`src/rtl/ssx_pkg.sv`:
```
package ssx_pkg;
  localparam int CHAR_BITS = 8;
  localparam int IDX_W     = $clog2(CHAR_BITS);
  typedef logic [CHAR_BITS-1:0] char_t;
  typedef logic [IDX_W-1:0]     idx_t;
endpackage

```
`src/rtl/ssx_clkgen.sv`:
```
module ssx_clkgen
  import ssx_pkg::*;
#(
  parameter int DIV_W = 8
) (
  input  logic             clk,
  input  logic             rst_n,
  input  logic             ext_sel,
  input  logic [DIV_W-1:0] div,
  input  logic             want_tx,
  input  logic             rx_only,
  input  logic             sck_in,
  output logic             fall_p,
  output logic             rise_p,
  output logic             sck_o
);
  localparam idx_t LAST = idx_t'(CHAR_BITS - 1);

  logic [DIV_W-1:0] cnt_q, cnt_d;
  logic             sck_q, sck_d;
  logic             act_q, act_d;
  idx_t             edg_q, edg_d;
  logic [2:0]       sync_q, sync_d;
  logic             int_fall, int_rise, start;

  assign start = want_tx | rx_only;

  always_comb begin
    cnt_d    = cnt_q;
    sck_d    = sck_q;
    act_d    = act_q;
    edg_d    = edg_q;
    int_fall = 1'b0;
    int_rise = 1'b0;
    sync_d   = {sync_q[1:0], sck_in};
    if (ext_sel) begin
      act_d = 1'b0;
      sck_d = 1'b1;
      cnt_d = '0;
      edg_d = '0;
    end else if (!act_q) begin
      if (start) begin
        act_d = 1'b1;
        cnt_d = '0;
        edg_d = '0;
      end
    end else if (cnt_q == div) begin
      cnt_d = '0;
      sck_d = ~sck_q;
      if (sck_q) begin
        int_fall = 1'b1;
      end else begin
        int_rise = 1'b1;
        if (edg_q == LAST) begin
          edg_d = '0;
          if (!start) act_d = 1'b0;
        end else begin
          edg_d = edg_q + idx_t'(1);
        end
      end
    end else begin
      cnt_d = cnt_q + DIV_W'(1);
    end
  end

  always_ff @(posedge clk or negedge rst_n) begin
    if (!rst_n) begin
      cnt_q  <= '0;
      sck_q  <= 1'b1;
      act_q  <= 1'b0;
      edg_q  <= '0;
      sync_q <= 3'b111;
    end else begin
      cnt_q  <= cnt_d;
      sck_q  <= sck_d;
      act_q  <= act_d;
      edg_q  <= edg_d;
      sync_q <= sync_d;
    end
  end

  assign fall_p = ext_sel ? (sync_q[2] & ~sync_q[1]) : int_fall;
  assign rise_p = ext_sel ? (~sync_q[2] & sync_q[1]) : int_rise;
  assign sck_o  = sck_q;


  idle_high_chk: assert property (@(posedge clk) disable iff (!rst_n)
    (!ext_sel && !act_q) |-> sck_q);


  stop_after_eight_chk: assert property (@(posedge clk) disable iff (!rst_n)
    (!ext_sel && act_q && int_rise && edg_q == LAST && !start) |=> !act_q);
endmodule

```
`src/rtl/ssx_tx.sv`:
```
module ssx_tx
  import ssx_pkg::*;
(
  input  logic  clk,
  input  logic  rst_n,
  input  logic  en,
  input  logic  wr,
  input  char_t wdata,
  input  logic  fall_i,
  output logic  empty_o,
  output logic  sd_o
);
  localparam idx_t LAST = idx_t'(CHAR_BITS - 1);

  char_t hold_q, hold_d, sh_q, sh_d;
  idx_t  idx_q, idx_d, nxt;
  logic  busy_q, busy_d, empty_q, empty_d, sd_q, sd_d;

  assign nxt = idx_q + idx_t'(1);

  always_comb begin
    hold_d  = hold_q;
    sh_d    = sh_q;
    idx_d   = idx_q;
    busy_d  = busy_q;
    empty_d = empty_q;
    sd_d    = sd_q;
    if (fall_i) begin
      if (busy_q && idx_q != LAST) begin
        idx_d = nxt;
        sd_d  = sh_q[nxt];
      end else if (!empty_q && en) begin
        sh_d    = hold_q;
        sd_d    = hold_q[0];
        idx_d   = '0;
        busy_d  = 1'b1;
        empty_d = 1'b1;
      end else begin
        busy_d = 1'b0;
      end
    end
    if (wr) begin
      hold_d  = wdata;
      empty_d = 1'b0;
    end
  end

  always_ff @(posedge clk or negedge rst_n) begin
    if (!rst_n) begin
      hold_q  <= '0;
      sh_q    <= '0;
      idx_q   <= '0;
      busy_q  <= 1'b0;
      empty_q <= 1'b1;
      sd_q    <= 1'b1;
    end else begin
      hold_q  <= hold_d;
      sh_q    <= sh_d;
      idx_q   <= idx_d;
      busy_q  <= busy_d;
      empty_q <= empty_d;
      sd_q    <= sd_d;
    end
  end

  assign empty_o = empty_q;
  assign sd_o    = sd_q;


  data_only_on_fall_chk: assert property (@(posedge clk) disable iff (!rst_n)
    !fall_i |=> $stable(sd_q));


  empty_on_load_chk: assert property (@(posedge clk) disable iff (!rst_n)
    $rose(empty_q) |-> $past(fall_i));
endmodule

```
`src/rtl/ssx_rx.sv`:
```
module ssx_rx
  import ssx_pkg::*;
(
  input  logic  clk,
  input  logic  rst_n,
  input  logic  en,
  input  logic  rd,
  input  logic  sd_i,
  input  logic  rise_i,
  output char_t data_o,
  output logic  full_o,
  output logic  ovr_o
);
  localparam idx_t LAST = idx_t'(CHAR_BITS - 1);

  char_t sh_q, sh_d, data_q, data_d, shifted;
  idx_t  cnt_q, cnt_d;
  logic  full_q, full_d, ovr_q, ovr_d;

  assign shifted = {sd_i, sh_q[CHAR_BITS-1:1]};

  always_comb begin
    sh_d   = sh_q;
    cnt_d  = cnt_q;
    data_d = data_q;
    full_d = full_q;
    ovr_d  = ovr_q;
    if (rd) begin
      full_d = 1'b0;
      ovr_d  = 1'b0;
    end
    if (!en) begin
      cnt_d = '0;
    end else if (rise_i) begin
      sh_d  = shifted;
      cnt_d = cnt_q + idx_t'(1);
      if (cnt_q == LAST) begin
        if (full_d) begin
          ovr_d = 1'b1;
        end else begin
          data_d = shifted;
          full_d = 1'b1;
        end
      end
    end
  end

  always_ff @(posedge clk or negedge rst_n) begin
    if (!rst_n) begin
      sh_q   <= '0;
      cnt_q  <= '0;
      data_q <= '0;
      full_q <= 1'b0;
      ovr_q  <= 1'b0;
    end else begin
      sh_q   <= sh_d;
      cnt_q  <= cnt_d;
      data_q <= data_d;
      full_q <= full_d;
      ovr_q  <= ovr_d;
    end
  end

  assign data_o = data_q;
  assign full_o = full_q;
  assign ovr_o  = ovr_q;


  keep_unread_chk: assert property (@(posedge clk) disable iff (!rst_n)
    (full_q && !rd) |=> $stable(data_q));


  full_on_rise_chk: assert property (@(posedge clk) disable iff (!rst_n)
    $rose(full_q) |-> $past(rise_i));
endmodule

```
`src/rtl/sync_serial_xcvr.sv`:
```
module sync_serial_xcvr
  import ssx_pkg::*;
#(
  parameter int DIV_W = 8
) (
  input  logic             clk,
  input  logic             rst_n,
  input  logic             ext_clk_sel,
  input  logic [DIV_W-1:0] div_n,
  input  logic             tx_en,
  input  logic             rx_en,
  input  logic             tx_wr,
  input  logic [7:0]       tx_data,
  output logic             tx_empty,
  input  logic             rx_rd,
  output logic [7:0]       rx_data,
  output logic             rx_full,
  output logic             rx_overrun,
  input  logic             sck_in,
  output logic             sck_out,
  output logic             sck_oe,
  output logic             sd_out,
  input  logic             sd_in
);
  logic fall_p, rise_p, want_tx, rx_only;

  assign want_tx = tx_en & ~tx_empty;
  assign rx_only = rx_en & ~tx_en;
  assign sck_oe  = ~ext_clk_sel;

  ssx_clkgen #(.DIV_W(DIV_W)) u_clk (
    .clk(clk), .rst_n(rst_n), .ext_sel(ext_clk_sel), .div(div_n),
    .want_tx(want_tx), .rx_only(rx_only), .sck_in(sck_in),
    .fall_p(fall_p), .rise_p(rise_p), .sck_o(sck_out)
  );

  ssx_tx u_tx (
    .clk(clk), .rst_n(rst_n), .en(tx_en), .wr(tx_wr), .wdata(tx_data),
    .fall_i(fall_p), .empty_o(tx_empty), .sd_o(sd_out)
  );

  ssx_rx u_rx (
    .clk(clk), .rst_n(rst_n), .en(rx_en), .rd(rx_rd), .sd_i(sd_in),
    .rise_i(rise_p), .data_o(rx_data), .full_o(rx_full), .ovr_o(rx_overrun)
  );


  ext_no_drive_chk: assert property (@(posedge clk) disable iff (!rst_n)
    ext_clk_sel |-> (!sck_oe && sck_out));
endmodule

```
`config.mk`:
```
export PLATFORM = sky130hd
export DESIGN_NAME = sync_serial_xcvr
export DESIGN_NICKNAME = d
export VERILOG_FILES = /design/src/rtl/ssx_pkg.sv /design/src/rtl/ssx_clkgen.sv /design/src/rtl/ssx_tx.sv /design/src/rtl/ssx_rx.sv /design/src/rtl/sync_serial_xcvr.sv
export SDC_FILE = /design/constraint.sdc
export NUM_CORES = 1
export LEC_CHECK = 0
export BUFFER_PORTS_ARGS = -buffer_cell sky130_fd_sc_hd__buf_2
export CAP_MARGIN = 15
export CORE_UTILIZATION = 50
export CTS_CLUSTER_SIZE = 12
export DETAILED_ROUTE_END_ITERATION = 8
export GPL_ROUTABILITY_DRIVEN = 0
export PLACE_DENSITY = 0.75
export SYNTH_ARGS = -nofsm -noshare
export SYNTH_HDL_FRONTEND = slang
export SYNTH_HIERARCHICAL = 1
export SYNTH_SLANG_ARGS = --single-unit
```
`constraint.sdc`:
```
create_clock -name clk -period 5.2 [get_ports clk]
set_input_delay 0.78 -clock clk [delete_from_list [all_inputs] [get_ports clk]]
set_output_delay 0.78 -clock clk [all_outputs]
set_load 0.005 [all_outputs]
```
==> impl_table.tex <==
\begin{tabular}{lr}
\hline
Metric & Value \\
\hline
\multicolumn{2}{l}{\textbf{Layout}} \\
Fillers & between 400 and 500 \\
Fraction of layout cells with a size suffix above 1 & around 38\% \\
Area used by multi-input combinational logic & $\sim$1200 um\^{}2 \\
Final \#Nets & roughly 290 \\
Footprint of the flip-flops and latches & about 1500 um\^{}2 \\
Number of standard cells in the layout, taps in and fillers out & 329 \\
Layout Area Growth over Synthesis & 17.5\% \\
ANT cells & 0 \\
\multicolumn{2}{l}{\textbf{Power and ir drop}} \\
Maximum resistive drop on vdd & 0.275 mV \\
Post-layout power & around 1.2 mW \\
Leakage component of the power & 1.48 nW \\
Cell Pwr Density & 374 nW/um\^{}2 \\
\multicolumn{2}{l}{\textbf{Critical path}} \\
Crit Path Max Fanout & 12 \\
Setup slack of the most critical reg-to-reg path & about 2100 ps \\
Slowest stage delay, CP & $\sim$660 ps \\
Crit path launch type & input port \\
CP arrival & 3430 ps \\
Crit path required time & 5400 ps \\
Worst setup EP type & flop \\
Type of the worst setup path & input port to flop \\
Cell Chain, Critical Path & buf\_2 > xnor2\_1 > nand4\_1 > or4\_4 > o21ai\_1 > nand3\_2 > a21oi\_4 > mux2\_2 \\
Slowest cell on crit path & or4\_4 \\
\multicolumn{2}{l}{\textbf{Die}} \\
Initial standard-cell utilization of the core & between 50\% and 60\% \\
Area of the placeable core & 5140 um\^{}2 \\
Num rows & 26 \\
Die X-Extent & $\sim$75 um \\
Die Outline Area & 5690 um\^{}2 \\
Floorplan die height & 75.4 um \\
Ports placed on the boundary & 39 \\
\multicolumn{2}{l}{\textbf{Job}} \\
Maximum Capacitance Violations & 0 \\
\multicolumn{2}{l}{\textbf{Min path}} \\
Kind of path behind the tightest hold check & flop to flop \\
\multicolumn{2}{l}{\textbf{Yosys}} \\
Mean instance size in the synthesized netlist & 12.8 um\^{}2 \\
Top flip-flop cell by instance count after synthesis & dfrtp\_1 \\
Biggest area contributors in the synthesized netlist & dfrtp\_1 (48\%), mux2\_2 (14\%), dfstp\_2 (5.8\%) \\
Yosys synthesis warning count & 6 \\
Distinct cells, synth & 46 \\
Synth top area share & roughly half \\
Seq/Total Area, Yosys & between 50\% and 60\% \\
Post-Synthesis Cell Area & roughly 2700 um\^{}2 \\
Post-synth top area cell & dfrtp\_1 \\
Number of nets produced by synthesis & 243 \\
Commonest cells in the synthesized netlist & dfrtp\_1 (52), mux2\_2 (33), xnor2\_1 (11), nand2\_1 (10), inv\_1 (9) \\
Number of flip-flops and latches in the synthesized netlist & 58 \\
Number of enable flip-flop cells after synthesis & 0 \\
Cell count after synthesis & 211 \\
Fraction of synthesis flops using an asynchronous set or reset pin & 100\% \\
Cell with the most instances after synthesis & dfrtp\_1 \\
\multicolumn{2}{l}{\textbf{Route}} \\
Vias & 1,743 \\
Post-route DRC & 0 \\
Total wire length & around 4.5 mm \\
Number of routed nets with antenna violations & 0 \\
Detailed-route vias per instance & 5.30 \\
Wire length per cell & 13.6 um \\
First-iteration detailed-routing DRC count & 49 \\
Pre-Repair DR Iteration Count & 4 \\
\multicolumn{2}{l}{\textbf{Clock tree}} \\
Hold buffers post-CTS & 0 \\
Clock root buffer & clkbuf\_8 \\
Number of buffers added for setup after CTS & 0 \\
Total number of clock tree sinks & 58 \\
Clock latency at the later pin of the worst-skew pair & 320 ps \\
CTS H-tree depth & 3 \\
TritonCTS clock tree & built \\
CTS Buf Count & 9 \\
Longest Clk Path Bufs & 2 \\
Clock transition at the registers of the reported paths & 60 ps \\
Resized Gates After CTS & 0 \\
\multicolumn{2}{l}{\textbf{STA}} \\
Least-Margin Pin Slew & 767 ps \\
Max Transition Viols Final & 0 \\
Peak Freq & approximately 310 MHz \\
Worst max-slew margin expressed relative to the limit & between 40\% and 50\% \\
Final worst slack & between 1500 and 2000 ps \\
Crit share post-route & 62.0\% \\
Final Hold Fails & 0 \\
Min Tclk post-route & $\sim$3200 ps \\
Final total negative setup slack & 0 ps \\
Unrepaired setup endpoints after global routing & no \\
Clock skew after layout & 5.36 ps \\
Number of endpoints failing setup at the final stage & 0 \\
\multicolumn{2}{l}{\textbf{Global route}} \\
Overall Global Routing Usage & 18.1\% \\
Number of antenna violations at the first check in global routing & 0 \\
Wire length of the first global-routing pass & $\sim$7.6 mm \\
Pin count of the biggest net entering global routing & between 50 and 60 \\
Via count of the first global-routing pass & $\sim$1,700 \\
Global route overflow & 0 \\
\multicolumn{2}{l}{\textbf{Placed design}} \\
Cell total after placement & approximately 310 \\
Buffers on Ports & 38 \\
Estimated wirelength of the detail-placed design & about 3.2 mm \\
Placement Setup Slack & 1600 ps \\
\multicolumn{2}{l}{\textbf{Run status}} \\
Status & complete, no violations \\
\hline
\end{tabular}
## routing by layer
layer / share of wire [%] / wire (um) / up-vias / GRT usage, %
met3: 3.8 / 171 / 8 / 5.82
met5: 0 / 0 / - / 0
met1: 47 / 2110 / 850 / 23.2
li1: - / - / 851 / -
met2: 48 / 2140 / 34 / 29.1
met4: 1.4 / 61 / 0 / 6.17
## worst max-delay path, delay by kind of cell
family | cells | cell delay, ps
xor gates and xnor gates | 1 | 140
AOI/OAI and AO/OA | 2 | 750
buffers and inverters | 1 | 100
muxes | 1 | 380
and+or+nand+nor | 3 | 1270
## state kept, by name, indices dropped and copies added, names as in the netlist, 3 cells and up
name          flops
u_clk/cnt_q       8
u_rx/cnt_q        3
u_rx/data_o       8
u_clk/edg_q       3
u_tx/sh_q         8
u_clk/sync_q      3
u_tx/hold_q       8
u_rx/sh_q         7
u_tx/idx_q        3
## area by class of cell
class / count / share of cell area [%]
timing repair buffer: 39 / 6.24
tap: 70 / 2.76
sequential: 58 / 46.1
clock inverter: 2 / 1.90
inverter: 9 / 1.07
clock buffer: 13 / 5.02
multi-input combinational: 138 / 37.0
## stage by stage
step / util [%] / area [um^2] / hold slack, ps
floorplan: - / 2700 / 345
global placement: 57.4 / 2950 / 346
detailed placement: 57.4 / 2950 / 347
CTS: 61.6 / 3170 / 356
global route: 61.6 / 3170 / 360
finish: 61.6 / 3170 / 357
## logic make-up (layout without fill, tap and decap cells)
group,Yosys count,after routing,share of synthesized area (%)
simple gates,50,50,11.0
buf+inv,15,63,2.41
compound gates,30,30,8.17
xor+xnor,13,13,4.22
mux,38,38,16.9
fa+ha+maj,7,7,3.25
flops,58,58,54.1
## report_power, final
group	switching [mW]	internal (mW)	total, mW
Clock	0.158	0.294	0.452
Combinational	0.0670	0.103	0.170
Sequential	0.0415	0.521	0.563
Total	0.266	0.918	1.18
## layout by cell type (no fill, tap or decap), drive strengths merged
cell	instances
dfrtp	52
buf	39
mux2	33
clkbuf	13
xnor2	11
nand2	10
inv	9
nand3	8
nor2	7
ha	7
nor2b	7
o21ai	7
o211ai	6
dfstp	6
a21oi	5
nor3	3
mux2i	3
bufinv	2
nand4	2
and3	2
xor2	2
and2	2
a22o	2
and3b	2
mux4	2
or4	2
nor4	2
a31o	1
nand3b	1
o41ai	1
a22oi	1
o2bb2ai	1
or3	1
nor4bb	1
o31ai	1
o2111ai	1
a41oi	1
a21o	1
o21ba	1
a221o	1
## final timing paths
kind	cells past startpoint	startpoint	to
min	0	u_clk/sync_q[0]$_DFF_PN1_	u_clk/sync_q[1]$_DFF_PN1_
max reg2reg	7	u_clk/cnt_q[0]$_DFFE_PN0P_	u_rx/data_o[3]$_DFFE_PN0P_
min reg2reg	0	u_clk/sync_q[0]$_DFF_PN1_	u_clk/sync_q[1]$_DFF_PN1_
max	8	div_n[1]	u_rx/data_o[3]$_DFFE_PN0P_
max in group asynchronous	2	rst_n	u_tx/hold_q[1]$_DFFE_PN0P_
min in group asynchronous	2	rst_n	u_clk/edg_q[2]$_DFFE_PN0P_
Note: power is estimated with default switching activity, not from simulation.
